[config.mk]
export PLATFORM = sky130hd
export DESIGN_NAME = rx_ring_writer
export DESIGN_NICKNAME = d
export VERILOG_FILES = /design/src/rtl/rx_ring_writer.sv
export SDC_FILE = /design/constraint.sdc
export NUM_CORES = 1
export LEC_CHECK = 0
export ABC_AREA = 0
export BUFFER_PORTS_ARGS = -buffer_cell sky130_fd_sc_hd__buf_4
export CAP_MARGIN = 20
export CORE_MARGIN = 2
export CORE_UTILIZATION = 60
export DETAILED_ROUTE_END_ITERATION = 8
export PLACE_DENSITY = 0.82
export SETUP_SLACK_MARGIN = 0.05
export SYNTH_ARGS = -nofsm -noshare
export SYNTH_HDL_FRONTEND = slang
export SYNTH_SLANG_ARGS = --single-unit
export TNS_END_PERCENT = 100
[constraint.sdc]
create_clock -name clk -period 9.6 [get_ports clk]
set_input_delay 1.92 -clock clk [delete_from_list [all_inputs] [get_ports clk]]
set_output_delay 1.92 -clock clk [all_outputs]
set_load 0.01 [all_outputs]
[src/rtl/rx_ring_writer.sv]
module rx_ring_writer #(
  parameter int AW = 24,
  parameter int IW = 7
) (
  input  logic          clk,
  input  logic          rst_n,
  input  logic [AW-1:0] ring_base,
  input  logic [2:0]    ring_log2,
  input  logic          in_valid,
  input  logic [7:0]    in_data,
  input  logic          in_sop,
  input  logic          in_eop,
  input  logic          in_crc_err,
  input  logic          in_frame_err,
  output logic          in_ready,
  output logic          mem_req,
  output logic          mem_we,
  output logic [1:0]    mem_be,
  output logic [AW-1:0] mem_addr,
  output logic [15:0]   mem_wdata,
  input  logic [15:0]   mem_rdata,
  output logic          rx_done,
  output logic          missed
);
  localparam int LW = 12;
  localparam logic [1:0] K_END = 2'd0, K_CHAIN = 2'd1, K_OVF = 2'd2;

  typedef enum logic [3:0] {
    S_IDLE, S_RDF, S_CKF, S_RDA, S_GETA, S_GETS, S_DATA, S_WLEN, S_WFLG, S_DROP
  } st_t;

  st_t st;
  logic [IW-1:0] idx, rd_idx, mask, nxt;
  logic [AW-1:0] buf_addr;
  logic [LW-1:0] size, cnt, flen;
  logic [7:0]    lo, flag;
  logic          first, chain, crc_q, fram_q;
  logic [1:0]    kind;

  assign mask = IW'((32'd1 << ring_log2) - 32'd1);
  assign nxt  = (idx + 1'b1) & mask;

  wire own  = mem_rdata[15];
  wire full = (cnt == size);
  assign in_ready = (st == S_DATA && !full) || st == S_DROP || (st == S_IDLE && !in_sop);
  wire take = in_valid && in_ready;

  function automatic logic [AW-1:0] daddr(input logic [IW-1:0] i, input logic [2:0] off);
    daddr = ring_base + AW'({i, 3'b000}) + AW'(off);
  endfunction

  always_comb
    case (kind)
      K_END:   flag = {1'b0, crc_q | fram_q, fram_q, 1'b0, crc_q, 1'b0, first, 1'b1};
      K_CHAIN: flag = {6'b0, first, 1'b0};
      default: flag = {1'b0, 1'b1, 1'b0, 1'b1, 1'b0, 1'b1, first, 1'b0};
    endcase

  always_comb begin
    mem_req = 1'b0; mem_we = 1'b0; mem_be = 2'b11; mem_addr = '0; mem_wdata = '0;
    case (st)
      S_RDF:  begin mem_req = 1'b1; mem_addr = daddr(rd_idx, 3'd2); end
      S_RDA:  begin mem_req = 1'b1; mem_addr = daddr(idx, 3'd0); end
      S_GETA: begin mem_req = 1'b1; mem_addr = daddr(idx, 3'd4); end
      S_DATA: if (take && (cnt[0] || in_eop)) begin
        mem_req = 1'b1; mem_we = 1'b1;
        mem_addr  = buf_addr + AW'({cnt[LW-1:1], 1'b0});
        mem_be    = cnt[0] ? 2'b11 : 2'b01;
        mem_wdata = cnt[0] ? {in_data, lo} : {8'h00, in_data};
      end
      S_WLEN: begin mem_req = 1'b1; mem_we = 1'b1; mem_addr = daddr(idx, 3'd6); mem_wdata = {4'h0, flen}; end
      S_WFLG: begin mem_req = 1'b1; mem_we = 1'b1; mem_be = 2'b10; mem_addr = daddr(idx, 3'd2); mem_wdata = {flag, 8'h00}; end
      default: ;
    endcase
  end

  always_ff @(posedge clk) begin
    if (!rst_n) begin
      st <= S_IDLE; idx <= '0; rd_idx <= '0; buf_addr <= '0; size <= '0; cnt <= '0;
      flen <= '0; lo <= '0; first <= 1'b0; chain <= 1'b0; crc_q <= 1'b0; fram_q <= 1'b0;
      kind <= K_END; rx_done <= 1'b0; missed <= 1'b0;
    end else begin
      rx_done <= 1'b0;
      missed  <= 1'b0;
      case (st)
        S_IDLE: if (in_valid && in_sop) begin
          rd_idx <= idx; chain <= 1'b0; first <= 1'b1; flen <= '0; st <= S_RDF;
        end
        S_RDF: st <= S_CKF;
        S_CKF: begin
          if (own) buf_addr <= AW'({mem_rdata[7:0], 16'h0000});
          if (!chain) begin
            if (own) st <= S_RDA;
            else begin missed <= 1'b1; st <= S_DROP; end
          end else begin
            kind <= own ? K_CHAIN : K_OVF;
            st   <= S_WFLG;
          end
        end
        S_RDA: st <= S_GETA;
        S_GETA: begin buf_addr[15:0] <= mem_rdata; st <= S_GETS; end
        S_GETS: begin size <= ~mem_rdata[LW-1:0] + 1'b1; cnt <= '0; st <= S_DATA; end
        S_DATA:
          if (take) begin
            cnt  <= cnt + 1'b1;
            flen <= flen + 1'b1;
            if (!cnt[0]) lo <= in_data;
            if (in_eop) begin
              crc_q <= in_crc_err; fram_q <= in_frame_err; kind <= K_END; st <= S_WLEN;
            end
          end else if (in_valid && full) begin
            rd_idx <= nxt; chain <= 1'b1; st <= S_RDF;
          end
        S_WLEN: st <= S_WFLG;
        S_WFLG:
          case (kind)
            K_END:   begin idx <= nxt; rx_done <= 1'b1; st <= S_IDLE; end
            K_CHAIN: begin idx <= rd_idx; first <= 1'b0; chain <= 1'b0; st <= S_RDA; end
            default: begin idx <= rd_idx; rx_done <= 1'b1; st <= S_DROP; end
          endcase
        S_DROP: if (take && in_eop) st <= S_IDLE;
        default: st <= S_IDLE;
      endcase
    end
  end

  assert_fill_in_buffer_R3: assert property (@(posedge clk) disable iff (!rst_n)
    (st == S_DATA && mem_req) |-> ((mem_addr - buf_addr) < AW'(size)));

  assert_flag_write_last_R7: assert property (@(posedge clk) disable iff (!rst_n)
    rx_done |-> $past(mem_req && mem_we && mem_be == 2'b10 && !mem_wdata[15]));

  assert_missed_no_write_R8: assert property (@(posedge clk) disable iff (!rst_n)
    missed |-> !$past(mem_req && mem_we));

  assert_index_in_ring_R10: assert property (@(posedge clk) disable iff (!rst_n)
    (idx <= mask) && (rd_idx <= mask));

  assert_no_read_on_take_R2: assert property (@(posedge clk) disable iff (!rst_n)
    take |-> !(mem_req && !mem_we));
endmodule

==> impl_results.md <==
- Die H: 121 um
- Hold-fix buffers, CTS: 0
- Syn Area/Cell: 7.30 sq um
- Initial Util: 62.0%
- Crit path kind: primary input to primary output
- Global-route wire length before repair: 41000 um
- Hold endpoint: lo[5]
- Share of layout cells above drive strength 1: 13.4%
- Synthesized cell area: 8280 sq um
- Hold Path Depth: 2
- Average routed wire per standard cell: 19.0 um
- Drt pass-1 iters: 6
- ANT nets after route: 0
- Crit share post-route: 79.6%
- Count of port buffers added during placement: 104
- Antenna diode instance count: 0
- Die area: 14800 sq um
- GRT Overall Usage: 35.2%
- EDFF count, synth: 0
- Io pins: 105
- Slack of the worst reg-to-reg path: 6.22 ns
- CP max FO: 11
- DRC Markers: 0
- Seq/Total Area, Yosys: 22.7%
- RSZ-0062 raised after global routing: false
- Mapped Cells: 1134
- Pre-CTS setup slack: 2.02 ns
- Max-cap viol count: 0
- #FFs+latches synth: 94
- Count leader, synth: nand2_1
- Via count: 8990
- Post-route insts no fill: 1381
- Reg-to-Reg Start: cnt[0]
- Outcome: finished, final reports clean
- Max clock buf depth: 2
- Die width: 121 um
- Worst reg2reg endpoint: st[2]
- Placed inst area: 9060 sq um
- Worst-margin pin slew: 1.16 ns
- Final Max Tran Viols: 0
- Slowest cell on crit path: a2111oi_4
- CTS clk-pin slew, worst paths: 0.07 ns
- Final non-filler cell area: 9380 sq um
- R2R depth: 8
- Slew headroom: 22.5%
- Clock sinks: 94
- Final setup margin: 1.96 ns
- Worst hold start: lo[5]
- Post-cts sizing count: 0
- Final Setup Violations: 0
- Core Util, Final: 70.3%
- DR iter-0 viols: 938
- Post-CTS Setup Bufs: 0
- Startpoint types: primary input
- Gr ovfl total: 0
- Area contributors post-synth: dfxtp_1, nand2_1, a21oi_1
- Vias in the first global route: 7926
- Nets: 1294
- Critical path data arrival time: 5.72 ns
- Final GP Congestion: 1.04
- Unique masters post-synth: 90
- Cell Pwr Density: 108 nW/um^2
- WP data required: 7.68 ns
- Wirelength, routed: 26200 um
- Largest net degree at the start of global routing: 60
- Primary FF master, synth: dfxtp_1
- Minimum clock period: 7.64 ns
- LEAKAGE: 3.79 nW
- Core box area: 13300 sq um
- Final Hold Vio Count: 0
- Peak supply drop: 0.000135 V
- Clock Skews: 0.0101 ns
- Total power: 1.01 mW
- Rows: 42
- Largest area contributor in the netlist: dfxtp_1
- Filler cells: 1189
- Asr flop ratio synth: 0%
- Root Driver: clkbuf_16
- DR vias/cell: 6.51
- Number of instances in the placed design: 1363
- Hold_ws: 0.459 ns
- Crit path cell chain: buf_4 > ha_1 > fa_1 > a211o_1 > a2111o_1 > a31o_1 > a2111oi_4 > nand3_2 > nor2_2 > a311oi_1 > a311oi_1 > o311ai_1 > buf_4
- CTS tree: built
- Htree depth: 3
- Post-synth top cells: nand2_1, nor2_1, a21oi_1
- Area Growth Syn to Fin: 13.4%
- Detail Placement HPWL: 19800 um
- Hold Crit Class: register to register
- Critical Path Max Stage Delay: 0.58 ns
- Post-synth top area share: 22.7%
- Num CTS Buffers: 9
- Mapped Nets: 1228
- Initial antenna violation count: 0
- Clock Latency Late Sink: 0.36 ns
- Max Clock Freq: 131 MHz
- YS warnings: 0
- Endpoint type of the worst setup path: primary output
- Fin Setup TNS: 0 ns
## where the power goes
part	switching, mW	internal, mW	total, mW
Clock	0.174	0.184	0.358
Combinational	0.147	0.0986	0.246
Sequential	0.0105	0.397	0.408
## placed cells by master, fill, tap and decap left out, types with 5 or more instances in the layout
cell type / instances
a22oi_1: 6
nor2b_1: 12
o221ai_1: 10
nand4_1: 23
xor2_1: 45
and3_1: 27
or3_1: 13
o211ai_1: 10
a221oi_1: 6
nand2_1: 150
xnor2_1: 47
a21oi_1: 100
o21a_1: 5
ha_1: 33
o311ai_0: 5
inv_1: 25
nor3_1: 22
nand2b_1: 14
o211a_1: 6
a21o_1: 13
mux2i_1: 16
a21boi_0: 6
buf_4: 111
o22ai_1: 5
nor3b_1: 6
nor2_1: 121
a311oi_1: 8
and4_1: 5
clkbuf_16: 9
or2_2: 6
nand3_1: 57
a31oi_1: 14
and2_1: 12
o31ai_1: 6
o21bai_1: 6
o21ai_0: 53
dfxtp_1: 94
a211oi_1: 10
## worst max-delay path by stage
stage	end	slack [ns]	cells past startpoint	startpoint
2_1_floorplan	mem_addr[20]	2.73	11	ring_base[3]
3_3_place_gp	mem_addr[18]	2.07	13	ring_base[3]
3_5_place_dp	mem_addr[18]	2.02	13	ring_base[3]
4_1_cts	mem_addr[18]	2.03	13	ring_base[3]
5_1_grt	mem_addr[18]	1.77	13	ring_base[3]
6_report	mem_addr[18]	1.96	13	ring_base[3]
## kinds of logic after synthesis
logic type	Yosys count	synth area share, %
flip-flops	94	22.7
XOR/XNOR	93	9.93
AND/OR/NAND/NOR	494	29.1
AO/OA/AOI/OAI	318	26.2
buffers and inverters	83	4.46
adder cells (fa/ha/maj)	36	5.71
multiplexers	16	1.93
## flip-flops by register name, indices dropped and copies added (netlist names), 2 cells and up
name	cells
buf_addr	24
cnt	12
flen	12
size	12
lo	8
idx	7
rd_idx	7
st	4
kind	2
## worst max-delay path: cells and delay by family
family / cells / cell delay, ns
and+or+nand+nor: 2 / 0.49
AOI/OAI and AO/OA: 7 / 2.36
buffers and inverters: 2 / 0.30
adders and majority gates: 2 / 0.66
## per-layer routing
layer | wire (um) | global-route usage (%)
met2 | 11500 | 54.7
met1 | 11400 | 49.7
met5 | 0 | 0
met3 | 2540 | 6.25
met4 | 699 | 10.4
## area by class of cell
type | count | area, sq um | area share, %
sequential | 94 | 1880 | 20.1
timing repair buffer | 112 | 848 | 9.04
tap | 176 | 220 | 2.35
inverter | 26 | 97.6 | 1.04
clock buffer | 9 | 225 | 2.40
clock inverter | 7 | 73.8 | 0.787
multi-input combinational | 957 | 6040 | 64.3
(Power assumes the default switching activity.)
